### config.mk
export PLATFORM = sky130hd
export DESIGN_NAME = periodic_irq_flags
export DESIGN_NICKNAME = d
export VERILOG_FILES = /design/src/rtl/pif_pkg.sv /design/src/rtl/pif_period_tick.sv /design/src/rtl/pif_flag_bank.sv /design/src/rtl/periodic_irq_flags.sv
export SDC_FILE = /design/constraint.sdc
export NUM_CORES = 1
export LEC_CHECK = 0
export ABC_AREA = 1
export ABC_CLOCK_PERIOD_IN_PS = 3400
export BUFFER_PORTS_ARGS = -buffer_cell sky130_fd_sc_hd__clkbuf_2
export CAP_MARGIN = 5
export CELL_PAD_IN_SITES_DETAIL_PLACEMENT = 0
export CELL_PAD_IN_SITES_GLOBAL_PLACEMENT = 1
export CORE_MARGIN = 4
export CORE_UTILIZATION = 45
export CTS_CLUSTER_DIAMETER = 200
export DETAILED_ROUTE_END_ITERATION = 6
export PLACE_DENSITY = 0.9
export SYNTH_ARGS = -nofsm -noshare
export SYNTH_HDL_FRONTEND = slang
export SYNTH_HIERARCHICAL = 1
export SYNTH_SLANG_ARGS = --single-unit
### constraint.sdc
create_clock -name clk -period 3.4 [get_ports clk]
set_input_delay 0.34 -clock clk [delete_from_list [all_inputs] [get_ports clk]]
set_output_delay 0.34 -clock clk [all_outputs]
set_load 0.03 [all_outputs]
### src/rtl/pif_pkg.sv
package pif_pkg;

    localparam int ADDR_W   = 13;
    localparam int OFS_LSB  = 9;
    localparam int OFS_W    = 4;
    localparam int FLAG_W   = 7;

    localparam logic [OFS_W-1:0] OFS_FLAG   = 4'd13;
    localparam logic [OFS_W-1:0] OFS_ENABLE = 4'd14;

    localparam int NUM_SRC  = 2;
    localparam int SRC_SEC  = 0;
    localparam int SRC_VBL  = 1;

    typedef struct packed {
        logic              wr_flag;
        logic              wr_enable;
        logic              set_mode;
        logic [FLAG_W-1:0] mask;
    } reg_wr_t;

    function automatic logic [OFS_W-1:0] reg_offset(input logic [ADDR_W-1:0] a);
        return a[OFS_LSB +: OFS_W];
    endfunction

    function automatic logic [7:0] flag_readback(input logic [FLAG_W-1:0] f,
                                                 input logic [FLAG_W-1:0] e);
        return {|(f & e), f};
    endfunction

endpackage

### src/rtl/pif_period_tick.sv
module pif_period_tick #(
    parameter int unsigned PERIOD = 16
) (
    input  logic clk,
    input  logic rst,
    output logic tick
);
    localparam int unsigned CW = (PERIOD > 1) ? $clog2(PERIOD) : 1;
    localparam logic [CW-1:0] LAST = CW'(PERIOD - 1);

    logic [CW-1:0] cnt;

    always_ff @(posedge clk) begin
        if (rst)              cnt <= '0;
        else if (cnt == LAST) cnt <= '0;
        else                  cnt <= cnt + 1'b1;
    end

    assign tick = (cnt == LAST);

    // phase counter never leaves its range
    a_r1_count_in_range: assert property (@(posedge clk) disable iff (rst)
        cnt <= LAST);

    generate
        if (PERIOD > 1) begin : g_gap
            // two ticks are never adjacent when the period exceeds one cycle
            a_r1_tick_gap: assert property (@(posedge clk) disable iff (rst)
                tick |=> !tick);
        end
    endgenerate

endmodule

### src/rtl/pif_flag_bank.sv
module pif_flag_bank
    import pif_pkg::*;
#(
    parameter int NSRC = NUM_SRC
) (
    input  logic              clk,
    input  logic              rst,
    input  logic [NSRC-1:0]   events,
    input  reg_wr_t           wr,
    output logic [FLAG_W-1:0] flags,
    output logic [FLAG_W-1:0] enables,
    output logic              irq
);
    logic [FLAG_W-1:0] ev_ext;
    logic [FLAG_W-1:0] clr_mask;

    assign ev_ext   = {{(FLAG_W-NSRC){1'b0}}, events};
    assign clr_mask = wr.wr_flag ? wr.mask : '0;

    always_ff @(posedge clk) begin
        if (rst) begin
            flags   <= '0;
            enables <= '0;
        end else begin
            flags <= (flags & ~clr_mask) | ev_ext;
            if (wr.wr_enable) begin
                if (wr.set_mode) enables <= enables | wr.mask;
                else             enables <= enables & ~wr.mask;
            end
        end
    end

    assign irq = |(flags & enables);

    // a flag stays set unless a clearing write names it
    a_r3_flag_sticky: assert property (@(posedge clk) disable iff (rst)
        1'b1 |=> (($past(flags & ~clr_mask) & ~flags) == '0));

    // an event always leaves its flag set, clearing write or not
    a_r5_event_wins: assert property (@(posedge clk) disable iff (rst)
        (ev_ext != '0) |=> ((flags & $past(ev_ext)) == $past(ev_ext)));

    // flag bits without a source stay clear
    a_r4_unused_zero: assert property (@(posedge clk) disable iff (rst)
        flags[FLAG_W-1:NSRC] == '0);

    // enables hold when no enable write occurs
    a_r6_enable_hold: assert property (@(posedge clk) disable iff (rst)
        !wr.wr_enable |=> $stable(enables));

endmodule

### src/rtl/periodic_irq_flags.sv
module periodic_irq_flags
    import pif_pkg::*;
#(
    parameter int unsigned VBL_CYCLES = 2078750,
    parameter int unsigned SEC_CYCLES = 125000000
) (
    input  logic              clk,
    input  logic              rst,
    input  logic              sel,
    input  logic              wr_en,
    input  logic [ADDR_W-1:0] addr,
    input  logic [7:0]        wdata,
    output logic [7:0]        rdata,
    output logic              irq
);
    logic [NUM_SRC-1:0] events;
    logic [FLAG_W-1:0]  flags;
    logic [FLAG_W-1:0]  enables;
    logic [OFS_W-1:0]   ofs;
    reg_wr_t            wr;

    generate
        for (genvar g = 0; g < NUM_SRC; g++) begin : g_src
            localparam int unsigned P = (g == SRC_VBL) ? VBL_CYCLES : SEC_CYCLES;
            pif_period_tick #(.PERIOD(P)) u_tick (
                .clk  (clk),
                .rst  (rst),
                .tick (events[g])
            );
        end
    endgenerate

    assign ofs          = reg_offset(addr);
    assign wr.wr_flag   = sel && wr_en && (ofs == OFS_FLAG);
    assign wr.wr_enable = sel && wr_en && (ofs == OFS_ENABLE);
    assign wr.set_mode  = wdata[7];
    assign wr.mask      = wdata[FLAG_W-1:0];

    pif_flag_bank #(.NSRC(NUM_SRC)) u_bank (
        .clk     (clk),
        .rst     (rst),
        .events  (events),
        .wr      (wr),
        .flags   (flags),
        .enables (enables),
        .irq     (irq)
    );

    always_comb begin
        rdata = '0;
        if (sel && !wr_en) begin
            case (ofs)
                OFS_FLAG:   rdata = flag_readback(flags, enables);
                OFS_ENABLE: rdata = {1'b1, enables};
                default:    rdata = '0;
            endcase
        end
    end

    // summary bit of a flag read matches the interrupt pin
    a_r7_summary_matches_irq: assert property (@(posedge clk) disable iff (rst)
        (sel && !wr_en && ofs == OFS_FLAG) |-> (rdata[7] == irq));

    // undecoded offsets read as zero
    a_r8_other_offset_zero: assert property (@(posedge clk) disable iff (rst)
        (sel && !wr_en && ofs != OFS_FLAG && ofs != OFS_ENABLE) |-> (rdata == 8'h00));

endmodule

==> out/metrics.csv, run 1 <==
stage;metric;value;unit
logic_synthesis;XOR/XNOR share of the synthesized area;5.793;%
sta;RSZ-0062 raised after global routing;false;
clocking;clk slew on worst S/H paths;0.07;ns
pwr;Peak VDD IR;0.2435;mV
worst_setup_path;worst r2r path cells;8;
worst_setup_path;Setup CP Type;reg2out;
global_route;gr ovfl total;0;
clocking;# clock sinks;62;
logic_synthesis;Compound-Gate Fraction of Synth Area;4.318;%
logic_synthesis;mux share of post-synthesis cell area;0;%
layout;most frequent cells in the layout;nand2_1, nor2_1, dfxtp_1;
worst_setup_path;CP max FO;4;
logic_synthesis;Post-Synth Adder-Cell Area;1.080;%
floorplan;die area;9197;um2
logic_synthesis;Yosys reg bits;62;
logic_synthesis;Yosys warnings;6;
placement;Port Buffers;24;
logic_synthesis;Post-Synth Simple-Gate Area;44.98;%
logic_synthesis;Mapped Cells;548;
route;first-iteration detailed-routing DRC count;116;
layout;# fillers;781;
floorplan;core box area;7370;um2
logic_synthesis;Synth cell types;26;
route;total length of routed wires;7443;um
layout;share of cells above drive strength 1;11.47;%
placement;hpwl dp;5544;um
logic_synthesis;Yosys top cell by area;dfxtp_1;
placement;Placer Congestion;0.8478;
logic_synthesis;Area contributors post-synth;dfxtp_1, nand2_1, nor2_1;
worst_setup_path;Worst EP required;3.06;ns
sta;skew final;0.007343;ns
global_route;Total GRT Usage;17.97;%
logic_synthesis;synthesized area per cell;6.345;um2
clocking;TritonCTS Buffers;9;
floorplan;Top Ports;34;
worst_setup_path;crit end category;output pin;
clocking;Root Buffer;clkbuf_8;
clocking;post-CTS setup buffers;0;
route;vias per cell;4.783;
clocking;cts hold-fix bufs;0;
floorplan;Starting Density;47.18;%
sta;worst slew pin tran;0.9321;ns
logic_synthesis;main combinational cell family by area after synthesis;simple AND/OR/NAND/NOR gates;
clocking;post-cts resize count;0;
floorplan;Die X;95.90;um
clocking;CTS tree;done;
layout;Total Nets Final;607;
sta;min Tclk post-route;1.699;ns
logic_synthesis;post-synth top area share;35.70;%
layout;final core utilization;52.61;%
clocking;depth of the CTS H-tree;3;
sta;fmax;0.5885;GHz
worst_hold_path;hold path cells;2;
global_route;global-route wire length before repair;13040;um
worst_setup_path;CP arrival;1.36;ns
sta;Hold Violations, Final;0;
layout;Area Growth Syn to Fin;11.51;%
run;max-cap violations;0;
route;Via Count;3267;
worst_hold_path;Hold Path Class;in2reg;
pwr;Leak Pwr;0.001492;uW
route;DRT antenna net count;0;
floorplan;Die Height;95.90;um
route;Remaining DRCs;0;
route;DR pass1 iterations;4;
worst_setup_path;CP startpoint kind;flip-flop;
logic_synthesis;Synth Cell Area;3477;um2
sta;final setup fails;0;
sta;Slew headroom;37.63;%
logic_synthesis;register area share after synthesis;35.70;%
clocking;worst-skew pair later-pin latency;0.34;ns
global_route;vias in the first global route;2994;
route;routed len/inst;10.90;um
sta;final worst-path cycle share;49.98;%
global_route;initial antenna violation count;0;
logic_synthesis;syn nets;576;
sta;Slew Limit Fails;0;
worst_setup_path;reg-to-reg slack, setup;1.84;ns
sta;setup TNS;0;ns
clocking;Clock Path Buffers;2;
layout;most common cell after layout, fill and taps aside;nand2_1;
global_route;largest net degree at the start of global routing;28;
floorplan;standard-cell rows;31;
pwr;Pwr Density;370.7;nW/um2
status;status;completed;
layout;# diodes;0;
[layer usage]
layer | wire, um | vias to the layer above | GRT usage, % | part of all wire (%)
met5 | 0 | - | 0 | 0
met4 | 50 | 0 | 4.858 | 0.67
met3 | 335 | 4 | 5.473 | 4.5
met2 | 3381 | 43 | 29.65 | 45
met1 | 3675 | 1477 | 22.69 | 49
li1 | - | 1743 | - | -
[power by group]
group / switching (uW) / internal (uW)
sequential: 4.96 / 732
combinational: 34.5 / 16.4
clock: 294 / 355
[worst paths after layout]
kind                                                           end                         startpoint
worst max-delay path                                      rdata[7]                          flip-flop
worst min-delay path                    u_bank/flags[2]$_SDFF_PP0_                           wdata[2]
worst max register to register  g_src[0].u_tick/cnt[23]$_SDFF_PP0_  g_src[0].u_tick/cnt[0]$_SDFF_PP0_
worst min register to register   g_src[0].u_tick/cnt[0]$_SDFF_PP0_  g_src[0].u_tick/cnt[0]$_SDFF_PP0_
[cell type report]
type	instances	area, um2	share of cell area, %
clock buffers	10	137.6	3.550
well taps	99	123.9	3.195
clock inverters	6	61.31	1.581
inverters	62	232.7	6.002
multi-input cells	419	1953	50.37
repair buffers	25	127.6	3.291
flip-flops and latches	62	1241	32.01
[logic make-up after synthesis]
group,after synthesis
flops,62
simple gates,364
xor+xnor,23
compound gates,29
fa+ha+maj,3
buf+inv,67
[critical path, stage by stage (launching register included)]
cell,delay [ns]
dfxtp_1,0.39
nand2_1,0.07
nand2_1,0.06
nor2_1,0.04
nand2_1,0.05
nand2_1,0.04
a21oi_1,0.14
clkbuf_2,0.23
[synth_stat cells (all sizes together)]
cell and n:
nor3 6, or2 1, nor2 120, nor4 1
xnor2 6, a21oi 25, ha 3, nand2 193
nand3 34, o21bai 2, o21ai 2, nand4 7
inv 62, nand3b 1, and2 1, xor2 17
buf 5, dfxtp 62
[metrics by stage]
stage,cells,area (um2),hold WS [ns],power [uW],worst slack [ns]
floorplan,548,3477,0.4173,785.8,1.808
global placement,667,3679,0.4282,804.0,1.647
detailed placement,667,3679,0.4429,805.4,1.556
CTS,683,3877,0.1685,1466,1.688
global route,683,3877,0.1829,1510,1.567
finish,683,3877,0.1988,1437,1.701
Power figures use the tool's default switching activity.
==> run 2: changes to the inputs <==
ABC_CLOCK_PERIOD_IN_PS = 1600   (was 3400)
CORE_UTILIZATION = 42   (was 45)
PLACE_DENSITY = 0.85   (was 0.9)
clock period = 1.6 ns   (was 3.4 ns; I/O delays follow)
==> run 2 against run 1 <==
  * Via count increased by 1.8%
  * Power grew 130%
  * Combinational power is 140% higher
  * Count of clock-buffer cells in the layout increased by 3
  * Critical path type unchanged
  * Clock power increased by 150%
  * Highest routed layer unchanged
  * Cell count is 1.6% higher
==> out/metrics.csv, run 2 (synthesis results as in run 1) <==
stage;metric;value;unit
global_route;Total GRT Usage;16.08;%
worst_setup_path;FF-to-FF Start;g_src[0].u_tick/cnt[0]$_SDFF_PP0_;
sta;RSZ-0062 raised after global routing;true;
clocking;# clock sinks;62;
worst_setup_path;CP startpoint kind;flip-flop;
global_route;largest net degree at the start of global routing;28;
layout;fin cells;694;
clocking;clk slew on worst S/H paths;0.07;ns
pwr;PnR Total Power;3294;uW
placement;Placer Congestion;0.8074;
route;Via Count;3327;
sta;final setup fails;0;
clocking;CTS tree;done;
layout;Area Growth Syn to Fin;15.87;%
route;vias per cell;4.794;
worst_setup_path;Setup CP Type;reg2out;
clocking;cts hold-fix bufs;0;
clocking;Clock Path Buffers;2;
sta;worst slew pin tran;0.3562;ns
floorplan;standard-cell rows;32;
layout;share of cells above drive strength 1;13.18;%
worst_setup_path;worst r2r path cells;8;
clocking;worst-skew pair later-pin latency;0.34;ns
worst_hold_path;Hold Path Class;in2reg;
floorplan;core box area;7888;um2
route;routed len/inst;11.37;um
worst_setup_path;slowest CP cell;dfxtp_1;
sta;Slew headroom;76.18;%
sta;final hold slack;0.02112;ns
clocking;Root Buffer;clkbuf_8;
worst_setup_path;critical path cell sequence;nand2_1, nand2_1, nor2_1, nand2_1, nand2_1, a21oi_1, clkbuf_4;
worst_setup_path;reg-to-reg endpoint;g_src[0].u_tick/cnt[17]$_SDFF_PP0_;
layout;# fillers;787;
sta;final worst-path cycle share;92.85;%
route;total length of routed wires;7890;um
placement;Port Buffers;24;
floorplan;Die Height;98.99;um
worst_hold_path;hold path startpoint;wdata[2];
worst_setup_path;reg-to-reg slack, setup;0.12;ns
global_route;vias in the first global route;2961;
route;DR pass1 iterations;5;
run;max-cap violations;0;
status;status;completed;
sta;fmax;0.6731;GHz
floorplan;Die X;98.99;um
placement;hpwl dp;5691;um
pwr;Leak Pwr;0.001554;uW
floorplan;Top Ports;34;
worst_setup_path;CP arrival;1.33;ns
clocking;depth of the CTS H-tree;3;
sta;skew final;0.01648;ns
route;first-iteration detailed-routing DRC count;81;
worst_hold_path;hold path cells;2;
worst_setup_path;CP max FO;4;
pwr;Pwr Density;817.5;nW/um2
pwr;Peak VDD IR;0.4656;mV
clocking;TritonCTS Buffers;9;
worst_setup_path;CP dominant cell by count;nand2_1;
sta;Hold Violations, Final;0;
sta;min Tclk post-route;1.486;ns
layout;final core utilization;51.08;%
route;DRT antenna net count;0;
worst_setup_path;Worst EP required;1.44;ns
floorplan;die area;9798;um2
layout;most common cell after layout, fill and taps aside;nand2_1;
layout;most frequent cells in the layout;nand2_1, nor2_1, dfxtp_1;
floorplan;Starting Density;44.08;%
global_route;global-route wire length before repair;12920;um
route;Remaining DRCs;0;
global_route;initial antenna violation count;0;
worst_setup_path;Critical Path Max Stage Delay;0.38;ns
worst_hold_path;Hold Path Sink;u_bank/flags[2]$_SDFF_PP0_;
layout;# diodes;0;
global_route;gr ovfl total;0;
placement;Placed Cells;676;
worst_setup_path;crit end category;output pin;
layout;Total Nets Final;615;
sta;Slew Limit Fails;0;
-- run 2: changes by cell type in the layout (fill, tap and decap cells not counted), sizes merged --
cell,before,now
bufinv,1,2
nand2,193,195
clkinvlp,1,0
buf,1,7
clkbuf,34,37
clkinv,4,1
-- run 2: final cells by class --
cell class	instances	area (um2)	area share (%)
Multi-Input combinational cell	421	2018	50.09
Sequential cell	62	1241	30.81
Inverter	62	232.7	5.776
Timing Repair Buffer	31	175.2	4.348
Clock buffer	13	168.9	4.193
Tap cell	102	127.6	3.168
Clock inverter	3	65.06	1.615
-- run 2: metrics by stage --
| stage | setup TNS [ns] | cell area (um2) | setup slack (ns) |
|---|---|---|---|
| CTS | 0 | 3961 | 0.05700 |
| detailed placement | 0 | 3727 | 0.07491 |
| global placement | 0 | 3727 | 0.1120 |
| global route | -0.01271 | 4029 | -0.007315 |
| floorplan | 0 | 3477 | 0.2334 |
| finish | 0 | 4029 | 0.1144 |
-- run 2: worst max path at each step --
stage | from | end | slack (ns) | cells past startpoint
after floorplan | g_src[0].u_tick/cnt[0]$_SDFF_PP0_ | g_src[0].u_tick/cnt[14]$_SDFF_PP0_ | 0.23 | 9
after global placement | g_src[0].u_tick/cnt[0]$_SDFF_PP0_ | g_src[0].u_tick/cnt[21]$_SDFF_PP0_ | 0.11 | 8
after detailed placement | g_src[0].u_tick/cnt[0]$_SDFF_PP0_ | g_src[0].u_tick/cnt[4]$_SDFF_PP0_ | 0.07 | 8
after CTS | g_src[0].u_tick/cnt[0]$_SDFF_PP0_ | g_src[0].u_tick/cnt[4]$_SDFF_PP0_ | 0.06 | 8
after global routing | g_src[0].u_tick/cnt[0]$_SDFF_PP0_ | u_bank/flags[0]$_SDFF_PP0_ | -0.007 | 9
final | u_bank/flags[1]$_SDFF_PP0_ | rdata[7] | 0.11 | 7
-- run 2: critical path, delay by kind of cell (launching register included) --
kind	cells	cell delay (ns)
compound gates	1	0.13
buf+inv	1	0.21
flops	1	0.38
simple gates	5	0.29
-- run 2: what timing repair did --
| item | CTS | global route |
|---|---|---|
| setup buffers | 0 | 0 |
| gates resized for setup | 0 | 10 |
| endpoints found under the setup margin | 0 | 45 |
-- run 2: metal layers --
metal	up-vias	GRT usage (%)	part of all wire [%]
met2	62	25.10	45
met5	-	0	0
met3	10	3.751	4.4
li1	1764	-	-
met4	0	6.303	1.2
met1	1491	21.45	50
-- run 2: power breakdown --
group / total (uW) / switching [uW] / internal [uW] / leakage [uW]
Sequential: 1570 / 10.0 / 1560 / 0.000500
Combinational: 120 / 80.5 / 39.4 / 0.000934
Clock: 1610 / 603 / 1000 / 0.000120
